$ cat config.mk
export PLATFORM = sky130hd
export DESIGN_NAME = clk_ratio_seq
export DESIGN_NICKNAME = d
export VERILOG_FILES = /design/src/rtl/crs_pkg.sv /design/src/rtl/crs_regs.sv /design/src/rtl/crs_lock_timer.sv /design/src/rtl/crs_per_strobe.sv /design/src/rtl/clk_ratio_seq.sv
export SDC_FILE = /design/constraint.sdc
export NUM_CORES = 1
export LEC_CHECK = 0
export BUFFER_PORTS_ARGS = -buffer_cell sky130_fd_sc_hd__buf_2
export CORE_MARGIN = 8
export CORE_UTILIZATION = 48
export DETAILED_ROUTE_END_ITERATION = 7
export PLACE_DENSITY = 0.7
export RECOVER_POWER = 50
export SETUP_SLACK_MARGIN = 0.5
export SLEW_MARGIN = 20
export SYNTH_ARGS = -nofsm -noshare
export SYNTH_HDL_FRONTEND = slang
export SYNTH_SLANG_ARGS = --single-unit
$ cat constraint.sdc
create_clock -name clk -period 3.2 [get_ports clk]
set_input_delay 0.64 -clock clk [delete_from_list [all_inputs] [get_ports clk]]
set_output_delay 0.64 -clock clk [all_outputs]
set_load 0.01 [all_outputs]
$ cat src/rtl/crs_pkg.sv
package crs_pkg;
  localparam int REG_AW = 2;
  localparam int REG_DW = 8;
  localparam int FLD_W  = 3;
  localparam int CNT_W  = 8;
  localparam int SHIFT_W = 4;
  localparam int PRE_W  = 12;
  localparam int STB_W  = 2;
  localparam int TOP_BIT = REG_DW - 1;

  localparam logic [REG_AW-1:0] A_FRQ = 2'd0;
  localparam logic [REG_AW-1:0] A_CTL = 2'd1;
  localparam logic [REG_AW-1:0] A_CNT = 2'd2;
  localparam logic [REG_AW-1:0] A_TCS = 2'd3;

  typedef struct packed {
    logic [FLD_W-1:0] mult;
    logic [FLD_W-1:0] pdiv;
  } frq_t;

  localparam frq_t FRQ_RESET = '{mult: 3'b000, pdiv: 3'b011};

  function automatic logic pdiv_legal(input logic [FLD_W-1:0] code);
    return (code == 3'b000) || (code == 3'b001) || (code == 3'b011);
  endfunction

  function automatic logic [STB_W-1:0] pdiv_mask(input logic [FLD_W-1:0] code);
    case (code)
      3'b001:  return 2'b01;
      3'b011:  return 2'b11;
      default: return 2'b00;
    endcase
  endfunction

  function automatic logic [SHIFT_W-1:0] psel_shift(input logic [FLD_W-1:0] code);
    case (code)
      3'd0: return 4'd0;
      3'd1: return 4'd2;
      3'd2: return 4'd4;
      3'd3: return 4'd5;
      3'd4: return 4'd6;
      3'd5: return 4'd8;
      3'd6: return 4'd10;
      default: return 4'd12;
    endcase
  endfunction
endpackage

$ cat src/rtl/crs_regs.sv
module crs_regs
  import crs_pkg::*;
(
  input  logic              clk,
  input  logic              rst_n,
  input  logic              we,
  input  logic [REG_AW-1:0] addr,
  input  logic [REG_DW-1:0] wdata,
  input  logic              busy,
  input  logic              ovf,
  input  logic [CNT_W-1:0]  count,
  output logic [REG_DW-1:0] rdata,
  output frq_t              frq_act,
  output logic              start,
  output logic [FLD_W-1:0]  psel,
  output logic              sw_run,
  output logic              cnt_load
);
  frq_t frq_pend;
  frq_t frq_new;
  logic hold_q;
  logic wr_ok;
  logic frq_wr;

  assign wr_ok   = we && !busy;
  assign frq_new = '{mult: wdata[2*FLD_W-1:FLD_W], pdiv: wdata[FLD_W-1:0]};
  assign frq_wr  = wr_ok && (addr == A_FRQ) && !hold_q && pdiv_legal(frq_new.pdiv);
  assign start   = frq_wr && (frq_new != frq_act);
  assign cnt_load = wr_ok && (addr == A_CNT);

  always_ff @(posedge clk or negedge rst_n) begin
    if (!rst_n) begin
      frq_act  <= FRQ_RESET;
      frq_pend <= FRQ_RESET;
      hold_q   <= 1'b0;
      psel     <= '0;
      sw_run   <= 1'b0;
    end else begin
      if (start) frq_pend <= frq_new;
      if (busy && ovf) frq_act <= frq_pend;
      if (wr_ok && addr == A_CTL) hold_q <= wdata[0];
      if (wr_ok && addr == A_TCS) begin
        psel   <= wdata[FLD_W-1:0];
        sw_run <= wdata[TOP_BIT];
      end else if (ovf) begin
        sw_run <= 1'b0;
      end
    end
  end

  always_comb begin
    rdata = '0;
    case (addr)
      A_FRQ: rdata[2*FLD_W-1:0] = frq_act;
      A_CTL: begin
        rdata[0]       = hold_q;
        rdata[TOP_BIT] = busy;
      end
      A_CNT: rdata[CNT_W-1:0] = count;
      default: begin
        rdata[FLD_W-1:0] = psel;
        rdata[TOP_BIT]   = sw_run;
      end
    endcase
  end
endmodule

$ cat src/rtl/crs_lock_timer.sv
module crs_lock_timer
  import crs_pkg::*;
#(
  parameter int CW = CNT_W,
  parameter int PW = PRE_W
) (
  input  logic               clk,
  input  logic               rst_n,
  input  logic               run,
  input  logic               load,
  input  logic [CW-1:0]      load_val,
  input  logic [SHIFT_W-1:0] shift,
  output logic [CW-1:0]      count,
  output logic               ovf
);
  logic [PW-1:0] pre_q;
  logic [PW-1:0] pre_lim;
  logic          tick;

  assign pre_lim = ({{(PW-1){1'b0}}, 1'b1} << shift) - 1'b1;
  assign tick    = run && (pre_q == pre_lim);
  assign ovf     = tick && (count == {CW{1'b1}});

  always_ff @(posedge clk or negedge rst_n) begin
    if (!rst_n) begin
      pre_q <= '0;
      count <= '0;
    end else begin
      if (!run || tick) pre_q <= '0;
      else              pre_q <= pre_q + 1'b1;
      if (load)      count <= load_val;
      else if (tick) count <= count + 1'b1;
    end
  end
endmodule

$ cat src/rtl/crs_per_strobe.sv
module crs_per_strobe
  import crs_pkg::*;
#(
  parameter int SW = STB_W
) (
  input  logic             clk,
  input  logic             rst_n,
  input  logic             pause,
  input  logic [FLD_W-1:0] pdiv,
  output logic             strobe
);
  logic [SW-1:0] phase_q;

  assign strobe = !pause && ((phase_q & pdiv_mask(pdiv)) == '0);

  always_ff @(posedge clk or negedge rst_n) begin
    if (!rst_n)     phase_q <= '0;
    else if (pause) phase_q <= '0;
    else            phase_q <= phase_q + 1'b1;
  end
endmodule

$ cat src/rtl/clk_ratio_seq.sv
module clk_ratio_seq
  import crs_pkg::*;
(
  input  logic              clk,
  input  logic              rst_n,
  input  logic              reg_we,
  input  logic [REG_AW-1:0] reg_addr,
  input  logic [REG_DW-1:0] reg_wdata,
  output logic [REG_DW-1:0] reg_rdata,
  output logic              core_clk_en,
  output logic              per_clk_en,
  output logic              ext_clk_en,
  output logic [FLD_W-1:0]  mul_ratio_o,
  output logic              busy_o
);
  frq_t             frq_act;
  logic             start;
  logic             ovf;
  logic             busy_q;
  logic [FLD_W-1:0] psel;
  logic             sw_run;
  logic             cnt_load;
  logic [CNT_W-1:0] count;

  crs_regs u_regs (
    .clk(clk), .rst_n(rst_n), .we(reg_we), .addr(reg_addr), .wdata(reg_wdata),
    .busy(busy_q), .ovf(ovf), .count(count), .rdata(reg_rdata),
    .frq_act(frq_act), .start(start), .psel(psel), .sw_run(sw_run),
    .cnt_load(cnt_load)
  );

  crs_lock_timer u_timer (
    .clk(clk), .rst_n(rst_n), .run(busy_q || sw_run), .load(cnt_load),
    .load_val(reg_wdata[CNT_W-1:0]), .shift(psel_shift(psel)),
    .count(count), .ovf(ovf)
  );

  crs_per_strobe u_strobe (
    .clk(clk), .rst_n(rst_n), .pause(busy_q), .pdiv(frq_act.pdiv),
    .strobe(per_clk_en)
  );

  always_ff @(posedge clk or negedge rst_n) begin
    if (!rst_n)     busy_q <= 1'b0;
    else if (start) busy_q <= 1'b1;
    else if (ovf)   busy_q <= 1'b0;
  end

  assign core_clk_en = !busy_q;
  assign ext_clk_en  = rst_n;
  assign mul_ratio_o = frq_act.mult;
  assign busy_o      = busy_q;
endmodule

==> reports/qor.csv <==
metric;value;unit
outcome;finished with violations;
failing checks;capacitance limit, slew limit;
CP Data Arrival Time;3.28;ns
RSZ-0062 raised after global routing;true;
proportion of power drawn by the clock network;0.189;
final net count;301;
WL/cell;16.4;microns
crit-path max FO;4;
drt pass-1 iters;4;
Critical Path RT;3.42;ns
Achievable Freq;328;MHz
H-tree depth;2;
core area;5070;sq um
Seq/Total Area, Yosys;0.403;
Crit. End Element;flip-flop;
final hold vios;0;
hold_buf cts;0;
initial antenna violation count;0;
EDFF count, synth;0;
largest net degree at the start of global routing;41;
# DRC;0;
pwr/cell area;663;nW/um^2
die width;88.1;microns
switching power;0.740;mW
Top FF cell, synth;dfrtp_1;
Root Driver;clkbuf_8;
Port Buffers;27;
final hold slack;0.479;ns
Clk pin slew, worst setup/hold paths;0.08;ns
antenna violation net count after detailed routing;0;
layout cells sized above 1;0.280;
post-route minimum period;3.05;ns
sw frac;0.390;
Post-synth top cells;dfrtp_1 (36), nor2_1 (32), mux2_2 (20);
final WL;5850;microns
Post-Syn Instances;256;
DRT iter0 DRCs;106;
Max-cap violations;1;
Pint;1.16;mW
Vias;1993;
grt ovf;0;
top area cells in the synthesized netlist;dfrtp_1 (36%), mux2_2 (9.0%), xor2_1 (6.0%);
clock buffer count from CTS;5;
Logic pwr share;0.402;
CP Launch Type;flip-flop;
die height;88.1;microns
Synth top area share;0.361;
Clk Latency, worst-skew pair;0.29;ns
mapped cell area;2500;sq um
syn_nets;272;
vias in the first global route;1920;
Antenna diodes;0;
Worst Hold Class;flip-flop to flip-flop;
Setup TNS;0;ns
# IOs;28;
first-pass GRT wire length;9380;microns
Placer Congestion;0.864;
count leader, synth;dfrtp_1;
HPWL Detailed;4000;microns
vias per cell;5.60;
die area;7770;sq um
leading area contributor after synthesis;dfrtp_1;
Peak supply drop;0.297;mV
Async SR Flop Fraction;1.00;
Synth warnings;0;
global-route usage over all layers;0.155;
Avg Cell Area, Syn;9.76;sq um
Seq pwr share;0.409;
Seq cells post-synth;40;
CTS tree;built;
Max Slew Vio Count;41;
clock sink total;40;
worst rel slew slack;-0.403;
# rows;26;
LEAKAGE;1.23;nW
Max clock buf depth;2;
synth unique cells;54;
final setup vio count;0;
crit share post-route;0.954;
synthesis-to-layout area growth;14.6;%
Starting Density;0.492;
Final Skew;0.0114;ns
slew at the pin with the worst max-slew slack;2.11;ns
critical path type;flip-flop to flip-flop;
-- worst max-delay path, stage by stage, from the launching register on --
cell and delay [ns]:
dfrtp_1 0.38, or3_1 0.38, ha_2 0.18, or4b_1 0.53, a41oi_2 0.24, o31ai_4 0.13
a2111oi_4 0.36, buf_4 0.19, nand3_4 0.07, or4_1 0.41, nand3_1 0.10
-- kinds of logic (layout without fill, tap and decap cells) --
| kind of cell | Yosys count | after routing | share of synthesized area |
|---|---|---|---|
| flip-flops | 40 | 40 | 0.403 |
| AO/OA/AOI/OAI | 34 | 34 | 0.104 |
| multiplexers | 25 | 25 | 0.115 |
| XOR/XNOR | 29 | 29 | 0.102 |
| other | 1 | 1 | 0.00150 |
| buffers and inverters | 19 | 48 | 0.0361 |
| AND/OR/NAND/NOR | 105 | 106 | 0.224 |
| adder cells (fa/ha/maj) | 3 | 3 | 0.0150 |
-- power by group through the flow --
stage	registers (mW)	clock network, mW	logic, mW
6_report	0.775	0.359	0.764
5_1_grt	0.796	0.395	0.852
4_1_cts	0.772	0.365	0.738
3_5_place_dp	0.780	0	0.725
3_3_place_gp	0.774	0	0.709
2_1_floorplan	0.739	0	0.572
-- area by class of cell --
cell class / count / area (sq um)
clock buffer: 6 / 82.6
clock inverter: 2 / 15.0
multi-input combinational: 198 / 1450
inverter: 3 / 11.3
tap: 70 / 87.6
fill: 489 / 2210
timing repair buffer: 37 / 208
sequential: 40 / 1010
-- placed cells by master (no fill, tap or decap), types with 7 or more instances in the layout --
master / count
buf_2: 22
buf_4: 7
dfrtp_1: 36
mux2_2: 20
nand2_1: 15
nand3_1: 13
nor2_1: 32
xnor2_1: 12
xor2_1: 17
-- routing by layer --
layer	track usage	wire (microns)	up-vias	part of all wire
met5	0	0	-	0
met4	0.0614	119	0	0.020
met2	0.235	2710	40	0.46
met1	0.204	2780	971	0.47
li1	-	-	969	-
met3	0.0422	243	13	0.042
-- worst paths after layout --
path | from | end | slack, ns | cells past startpoint
max | u_regs.psel[1] | u_timer.count[4] | 0.15 | 10
min in group asynchronous | rst_n | u_timer.pre_q[5] | 1.23 | 2
min | u_strobe.phase_q[0] | u_strobe.phase_q[0] | 0.48 | 1
max in group asynchronous | rst_n | u_timer.count[7] | 0.77 | 2
max reg2reg | u_regs.psel[1] | u_timer.count[4] | 0.15 | 10
min reg2reg | u_strobe.phase_q[0] | u_strobe.phase_q[0] | 0.48 | 1
-- flip-flops by register name, indices dropped and copies added, names as in the netlist, 2 cells and up --
register / flops
u_regs.psel: 3
u_timer.count: 8
u_timer.pre_q: 12
u_strobe.phase_q: 2
u_regs.frq_act: 6
u_regs.frq_pend: 6
-- stage by stage --
stage / util / power, mW / setup slack (ns) / cell area, sq um / cells
after floorplan: - / 1.31 / 0.784 / 2510 / 256
after global placement: 0.531 / 1.48 / 0.248 / 2700 / 344
after detailed placement: 0.531 / 1.50 / 0.196 / 2700 / 344
after CTS: 0.556 / 1.87 / 0.191 / 2820 / 353
after global routing: 0.564 / 2.04 / 0.0708 / 2860 / 356
final: 0.564 / 1.90 / 0.147 / 2860 / 356
-- what timing repair did --
item,CTS,global route
gates resized for setup,5,9
pin swaps,3,4
setup endpoints to repair,26,27
gates cloned,0,1
buffers inserted,1,2
(Power assumes the default switching activity.)
